`src/rtl/evr_pkg.sv`:
```
package evr_pkg;
  parameter int KIND_W = 8;
  parameter int CHAN_W = 8;
  parameter int STAT_W = 8;
  parameter int XLEN_W = 16;
  parameter int DESC_W = 64;
  localparam int PAD_W = DESC_W - KIND_W - CHAN_W - STAT_W - XLEN_W;

  typedef struct packed {
    logic [XLEN_W-1:0] xfer_len;
    logic [CHAN_W-1:0] chan;
    logic [STAT_W-1:0] status;
    logic [KIND_W-1:0] kind;
    logic [PAD_W-1:0]  pad;
  } evr_desc_t;

  typedef enum logic [0:0] {
    ST_IDLE  = 1'b0,
    ST_WRITE = 1'b1
  } evr_state_e;
endpackage

```
`src/rtl/evr_ptr.sv`:
```
module evr_ptr #(
  parameter int IDX_W = 4,
  localparam int LEN_W = IDX_W + 1
) (
  input  logic             clk,
  input  logic             rst_n,
  input  logic             cfg_load,
  input  logic [LEN_W-1:0] cfg_len,
  input  logic [IDX_W-1:0] cfg_rp,
  input  logic [IDX_W-1:0] cfg_wp,
  input  logic             db_valid,
  input  logic [IDX_W-1:0] db_wp,
  input  logic             adv,
  output logic [IDX_W-1:0] rp,
  output logic [IDX_W-1:0] wp,
  output logic             full
);
  logic [LEN_W-1:0] len_q;
  logic [IDX_W-1:0] rp_q, wp_q;
  logic             at_last, db_ok;

  assign at_last = ({1'b0, rp_q} == (len_q - 1'b1));
  assign db_ok   = db_valid && ({1'b0, db_wp} < len_q);

  always_ff @(posedge clk) begin
    if (!rst_n) begin
      len_q <= LEN_W'(1) << IDX_W;
      rp_q  <= '0;
      wp_q  <= '0;
    end else if (cfg_load) begin
      len_q <= cfg_len;
      rp_q  <= cfg_rp;
      wp_q  <= cfg_wp;
    end else begin
      if (adv)   rp_q <= at_last ? '0 : rp_q + 1'b1;
      if (db_ok) wp_q <= db_wp;
    end
  end

  assign rp   = rp_q;
  assign wp   = wp_q;
  assign full = (rp_q == wp_q);

  // device pointer never leaves the ring
  a_r7_rp_in_range: assert property (@(posedge clk) disable iff (!rst_n)
    ({1'b0, rp_q} < len_q));

  // out-of-range doorbell leaves the host pointer alone
  a_r9_db_ignored: assert property (@(posedge clk) disable iff (!rst_n)
    (db_valid && !cfg_load && ({1'b0, db_wp} >= len_q)) |=> (wp_q == $past(wp_q)));
endmodule

```
`src/rtl/evr_fmt.sv`:
```
module evr_fmt
  import evr_pkg::*;
#(
  parameter int ADDR_W   = 32,
  parameter int IDX_W    = 4,
  parameter int EV_BYTES = 16,
  localparam int EV_SHIFT = $clog2(EV_BYTES)
) (
  input  logic [ADDR_W-1:0] base,
  input  logic [IDX_W-1:0]  idx,
  input  logic [KIND_W-1:0] kind,
  input  logic [CHAN_W-1:0] chan,
  input  logic [STAT_W-1:0] status,
  input  logic [XLEN_W-1:0] xlen,
  output logic [ADDR_W-1:0] addr,
  output evr_desc_t         desc
);
  always_comb begin
    addr          = base + (ADDR_W'(idx) << EV_SHIFT);
    desc.xfer_len = xlen;
    desc.chan     = chan;
    desc.status   = status;
    desc.kind     = kind;
    desc.pad      = '0;
  end
endmodule

```
`src/rtl/evr_producer.sv`:
```
module evr_producer
  import evr_pkg::*;
#(
  parameter int ADDR_W   = 32,
  parameter int IDX_W    = 4,
  parameter int EV_BYTES = 16,
  localparam int LEN_W   = IDX_W + 1
) (
  input  logic              clk,
  input  logic              rst_n,
  input  logic              cfg_load,
  input  logic [ADDR_W-1:0] cfg_base,
  input  logic [LEN_W-1:0]  cfg_len,
  input  logic [IDX_W-1:0]  cfg_rp,
  input  logic [IDX_W-1:0]  cfg_wp,
  input  logic              db_valid,
  input  logic [IDX_W-1:0]  db_wp,
  input  logic              ev_valid,
  output logic              ev_ready,
  input  logic [KIND_W-1:0] ev_kind,
  input  logic [CHAN_W-1:0] ev_chan,
  input  logic [STAT_W-1:0] ev_status,
  input  logic [XLEN_W-1:0] ev_xlen,
  output logic              mem_wvalid,
  input  logic              mem_wready,
  output logic [ADDR_W-1:0] mem_waddr,
  output logic [DESC_W-1:0] mem_wdata,
  output logic              irq,
  output logic [IDX_W-1:0]  rd_ptr,
  output logic [IDX_W-1:0]  wr_ptr
);
  evr_state_e        state_q;
  evr_desc_t         desc_q, desc_d;
  logic [ADDR_W-1:0] base_q;
  logic              irq_q, full, accept, ack;

  assign ev_ready = (state_q == ST_IDLE) && !full;
  assign accept   = ev_valid && ev_ready;
  assign ack      = (state_q == ST_WRITE) && mem_wready;

  evr_ptr #(.IDX_W(IDX_W)) u_ptr (
    .clk(clk), .rst_n(rst_n),
    .cfg_load(cfg_load), .cfg_len(cfg_len), .cfg_rp(cfg_rp), .cfg_wp(cfg_wp),
    .db_valid(db_valid), .db_wp(db_wp), .adv(ack),
    .rp(rd_ptr), .wp(wr_ptr), .full(full)
  );

  evr_fmt #(.ADDR_W(ADDR_W), .IDX_W(IDX_W), .EV_BYTES(EV_BYTES)) u_fmt (
    .base(base_q), .idx(rd_ptr),
    .kind(ev_kind), .chan(ev_chan), .status(ev_status), .xlen(ev_xlen),
    .addr(mem_waddr), .desc(desc_d)
  );

  always_ff @(posedge clk) begin
    if (!rst_n) begin
      state_q <= ST_IDLE;
      desc_q  <= '0;
      base_q  <= '0;
      irq_q   <= 1'b0;
    end else begin
      irq_q <= ack;
      if (cfg_load) base_q <= cfg_base;
      case (state_q)
        ST_IDLE: if (accept) begin
          desc_q  <= desc_d;
          state_q <= ST_WRITE;
        end
        ST_WRITE: if (mem_wready) state_q <= ST_IDLE;
        default: state_q <= ST_IDLE;
      endcase
    end
  end

  assign mem_wvalid = (state_q == ST_WRITE);
  assign mem_wdata  = desc_q;
  assign irq        = irq_q;

  // never accept into a full ring
  a_r3_no_overflow: assert property (@(posedge clk) disable iff (!rst_n)
    accept |-> (rd_ptr != wr_ptr));

  // write request held stable until acknowledged
  a_r6_write_hold: assert property (@(posedge clk) disable iff (!rst_n)
    (mem_wvalid && !mem_wready) |=> (mem_wvalid && $stable(mem_waddr) && $stable(mem_wdata)));

  // device pointer moves only on a completed write
  a_r7_adv_on_ack: assert property (@(posedge clk) disable iff (!rst_n)
    ((rd_ptr != $past(rd_ptr)) && !$past(cfg_load)) |-> $past(mem_wvalid && mem_wready));

  // interrupt follows an acknowledged write and lasts one cycle
  a_r8_irq_after_ack: assert property (@(posedge clk) disable iff (!rst_n)
    irq |-> $past(mem_wvalid && mem_wready));
  a_r8_irq_pulse: assert property (@(posedge clk) disable iff (!rst_n)
    irq |=> !irq);

  // one outstanding write at most
  a_r10_single: assert property (@(posedge clk) disable iff (!rst_n)
    mem_wvalid |-> !ev_ready);
endmodule

```
`config.mk`:
```
export PLATFORM = sky130hd
export DESIGN_NAME = evr_producer
export DESIGN_NICKNAME = d
export VERILOG_FILES = /design/src/rtl/evr_pkg.sv /design/src/rtl/evr_ptr.sv /design/src/rtl/evr_fmt.sv /design/src/rtl/evr_producer.sv
export SDC_FILE = /design/constraint.sdc
export NUM_CORES = 1
export LEC_CHECK = 0
export BUFFER_PORTS_ARGS = -buffer_cell sky130_fd_sc_hd__clkbuf_2
export CAP_MARGIN = 10
export CORE_MARGIN = 2
export CORE_UTILIZATION = 48
export CTS_BUF_LIST = sky130_fd_sc_hd__clkbuf_16
export DETAILED_ROUTE_END_ITERATION = 6
export GPL_ROUTABILITY_DRIVEN = 0
export PLACE_DENSITY = 0.84
export SYNTH_ARGS = -nofsm -noshare
export SYNTH_HDL_FRONTEND = slang
export SYNTH_SLANG_ARGS = --single-unit
```
`constraint.sdc`:
```
create_clock -name clk -period 2.9 [get_ports clk]
set_input_delay 0.58 -clock clk [delete_from_list [all_inputs] [get_ports clk]]
set_output_delay 0.58 -clock clk [all_outputs]
set_load 0.02 [all_outputs]
```
# Word-level counts from Yosys, hierarchy flattened
# Index checks and enable logic that the tools add are counted.
# classes
addsub	3
n_reduce_logical	8
order_cmp	1
mux	8
bitwise_logic	1
n_eq_ne	2
# op_table
cell	n
adder 32 x 8 -> 32 bit	1
two-way mux 4 bit	5
equality test 4 x 5 -> 1 bit	1
less-than comparator 4 x 5 -> 1 bit	1
subtractor 5 x 1 -> 5 bit (second input constant)	1
adder 4 x 1 -> 4 bit (second input constant)	1
equality test 4 bit	1
logical AND 1 bit	4
nonzero test 2 bit	2
two-way mux 1 bit	2
case mux 1 bit (2 select lines)	1
AND reduction 2 bit	1
logical NOT 1 bit	1
NOT 1 bit	1
# totals
out_inout_bits	107
wordCells	33
ff_bits	87

# Depth between registers and ports, before layout
# depth
ltp_word	6
ltp_mapped	7
depth_no_buf	6

# Modules after synthesis
# Synthesis repeated with hierarchy kept, for this count alone.
# unflattened
hier_cells	659
area_unflattened_um2	6049.6
# modules_own_cells
mod	cells_per_inst	instances	area_per_inst_um2
evr_producer	389	1	3875.0
evr_fmt	164	1	1234.9
evr_ptr	106	1	939.7

# Worst setup path after synthesis
# Ideal clock, no wire load.
# synth_timing
path_type	flip-flop to output port
from	reg u_ptr.rp_q[0], in the netlist u_ptr.rp[0]
to	out mem_waddr[30]
arrival_time_ps	2069
path_slack_ps	251
stages_incl_launch_ff	8
cell_sequence	dfxtp_1 -> ha_1 -> fa_1 -> a21o_1 -> a21o_1 -> clkbuf_1 -> nand3_1 -> xnor2_1
# synth_via
elab_chain_cells	1
# synth_lines
item	line_no	rtl
start, declared	evr_ptr.sv:19	logic [IDX_W-1:0] rp_q, wp_q;
start signal, assigned	evr_ptr.sv:32	rp_q <= cfg_rp;
start signal, assigned	evr_ptr.sv:35	if (adv) rp_q <= at_last ? '0 : rp_q + 1'b1;
adder 32 x 8 -> 32 bit	evr_fmt.sv:19	addr = base + (ADDR_W'(idx) << EV_SHIFT);
end, declared	evr_producer.sv:26	output logic [ADDR_W-1:0] mem_waddr,
# Every way passes these cells.

# Worst setup path after layout
# layout_timing
from	reg u_ptr.rp_q[0], in the netlist u_ptr.rp[0]
to	out mem_waddr[18]
# The elaborated chain is that of the path after synthesis.

==> reports/metrics.yaml <==
sta:
  max_freq_mhz: 358
  relSlewSlack_pct: 52.0
  hold_violations: 0
  worst_pin_slew_ps: 720
  rsz0062_at_grt: "no"
  skew_ps: 6.09
  setup_violations: 0
  min_period_ps: 2790
  finalMaxSlewViolations: 0
  finalSetupTns_ps: 0
  finalCritPeriodShare_pct: 96.3
worst_setup_path:
  crit_chain: "ha_1 > fa_1 > a21o_1 > a21o_4 > nand3_1 > xnor2_1 > clkbuf_2"
  cp_data_required_time_ps: 2320
  critPathKind: "reg2out"
  critical-path-slowest-cell: "fa_1"
  worst_path_largest_cell_delay_ps: 410
  crit_family: "adder cells"
  crit_fanout: 12
  cp_data_arrival_time_ps: 2210
  start_kind: "register"
  cp.buffers_inverters: 1
  end_kind: "output port"
synth:
  synth_seq_cells: 87
  yosysSeqAreaShare_pct: 38.4
  synth_edf_count: 0
  yosys_warnings: 0
  async_flop_share_pct: 0
  synth_xor_area_share_pct: 7.32
  ys_types: 44
  synthMuxAreaShare_pct: 17.2
  netlist_area_um2: 4530
  synthAdderAreaFrac_pct: 2.93
  avgSynthCellArea_um2: 9.14
  synth_compound_area_share_pct: 5.66
  synthFlopType: "dfxtp_1"
  synth_top_family_by_area: "simple AND/OR/NAND/NOR gates"
  synthSimpleGateAreaFrac_pct: 18.1
  netlist_instances: 496
pwr:
  powerDensity_nw_per_um2: 561
  p_sw_share_pct: 29.6
  p_int_mw: 2.21
  pwr-share-seq_pct: 43.3
  clkPwrFrac_pct: 35.6
  comb_power_share_pct: 21.0
  leakagePower_nw: 2.79
  power_mw: 3.15
  p_sw_mw: 0.933
  max-vdd-ir-drop_v: 0.000300
cts:
  cts.sinks: 87
  clk_latency_ps: 330
  cts_buffer_depth: 2
  cts_htree_levels: 3
  clock-root-buffer: "clkbuf_16"
  cts_buffers: 9
  clkSlewWorstSetupHoldPaths_ps: 60
  tritoncts: "done"
hold_path:
  hp-class: "reg2reg"
drt:
  drt_iter0_drc: 102
  vias_per_cell: 5.08
  drc: 0
  wl_per_cell_um: 13.8
  drtPass1Iterations: 4
  wl_um: 10700
  drtAntennaViolNets: 0
  num_vias: 3940
placement:
  io_buffers: 177
  dp.cells: 757
  place_hpwl_um: 8090
die:
  core_area_um2: 9200
  die_area_um2: 10200
  placementRows: 35
  die_x_um: 101
  io-pin-count: 202
  fp.dieH_um: 101
  initial_core_util_pct: 49.3
grt:
  grt_max_degree: 84
  grt_pass1_vias: 3696
  track_usage_pct: 20.3
  grt_pass1_wl_um: 16700
  grt_antenna_before_repair: 1
  gr-total-overflow: 0
finish:
  mostFrequentLayoutCells: "clkbuf_2 (177), nand2_1 (89), dfxtp_1 (87), mux2i_1 (78), nor2_1 (43)"
  area_growth_pct: 23.7
  utilization_pct: 61.0
  stdcell_count: 775
  nets: 763
  final_common_cell: "clkbuf_2"
  drive_gt1_share_pct: 31.7
run:
  drv_cap: 0
outcome:
  status: "complete, no violations"
worst paths after layout:
path / from / endpoint / slack, ps / depth (start not counted)
setup / recovery: u_ptr.rp[0]$_SDFFE_PN0P_ / mem_waddr[18] / 110 / 7
hold / removal: mem_wdata[63]$_SDFFE_PN0P_ / mem_wdata[63]$_SDFFE_PN0P_ / 460 / 2
setup reg to reg: u_ptr.rp[3]$_SDFFE_PN0P_ / mem_wdata[53]$_SDFFE_PN0P_ / 1020 / 5
hold reg to reg: mem_wdata[63]$_SDFFE_PN0P_ / mem_wdata[63]$_SDFFE_PN0P_ / 460 / 2
worst reg2reg max path: stages (launching register included):
cell and delay [ps]:
dfxtp_1 320, buf_4 170, xnor2_1 130, a41oi_2 260, and2_4 640, mux2i_1 290
per-layer routing:
layer | part of all wire, % | routed length (um) | GRT usage [%] | up-vias
li1 | - | - | - | 1947
met1 | 42 | 4500 | 23.6 | 1785
met2 | 47 | 4980 | 33.8 | 181
met3 | 8.6 | 915 | 5.87 | 27
met4 | 2.8 | 301 | 10.6 | 0
met5 | 0 | 0 | 0 | -
registers in the layout (all words and copies together) (netlist names):
| signal | cells |
|---|---|
| mem_wvalid | 1 |
| irq | 1 |
| mem_wdata | 40 |
| u_ptr.rp | 4 |
| u_ptr.wp | 4 |
| u_ptr.len_q | 5 |
| base_q | 32 |
area by class of cell:
type	count	area, um^2
well taps	111	139
flip-flops and latches	87	1740
clock inverters	7	65.1
repair buffers	185	958
multi-input cells	364	2430
fillers	767	3590
diodes	1	2.50
inverters	11	41.3
clock buffers	9	225
logic make-up (layout without fill, tap and decap cells):
logic type / after synthesis / count (layout)
AND/OR/NAND/NOR: 179 / 179
flip-flops: 87 / 87
multiplexers: 78 / 78
buffers and inverters: 68 / 212
XOR/XNOR: 37 / 37
AO/OA/AOI/OAI: 36 / 36
adder cells (fa/ha/maj): 10 / 10
other: 1 / 25
what timing repair did:
action                                  in CTS  in global routing
buffers inserted                             0                  1
pin swaps                                    0                  1
hold buffers                                 0                  0
resized for setup                            1                  3
endpoints found under the setup margin      12                 22
power groups by stage:
stage                     registers [mW]  logic (mW)  clock network (mW)
final                               1.36       0.662                1.12
after global routing                1.37       0.720                1.20
after CTS                           1.36       0.664                1.15
after detailed placement            1.39       0.661                   0
after global placement              1.38       0.645                   0
after floorplan                     1.46       0.436                   0
synthesized netlist by cell type (6+ instances only):
master | n | area (um^2)
nand2_1 | 89 | 334
nor2_1 | 43 | 161
o21ai_0 | 7 | 35.0
dfxtp_1 | 87 | 1740
a211oi_1 | 6 | 45.0
clkbuf_1 | 17 | 63.8
inv_1 | 10 | 37.5
buf_4 | 28 | 210
ha_1 | 9 | 113
mux2i_1 | 78 | 781
nand4_1 | 8 | 50.1
xnor2_1 | 33 | 289
nand3_1 | 16 | 80.1
per-stage QoR:
stage | instance area, um^2 | setup WS, ps | hold WS (ps)
global route | 5610 | 9.94 | 468
global placement | 5270 | 206 | 442
floorplan | 4620 | 251 | 462
CTS | 5570 | 0.588 | 459
detailed placement | 5270 | 102 | 450
finish | 5610 | 106 | 457
(Power assumes the default switching activity.)
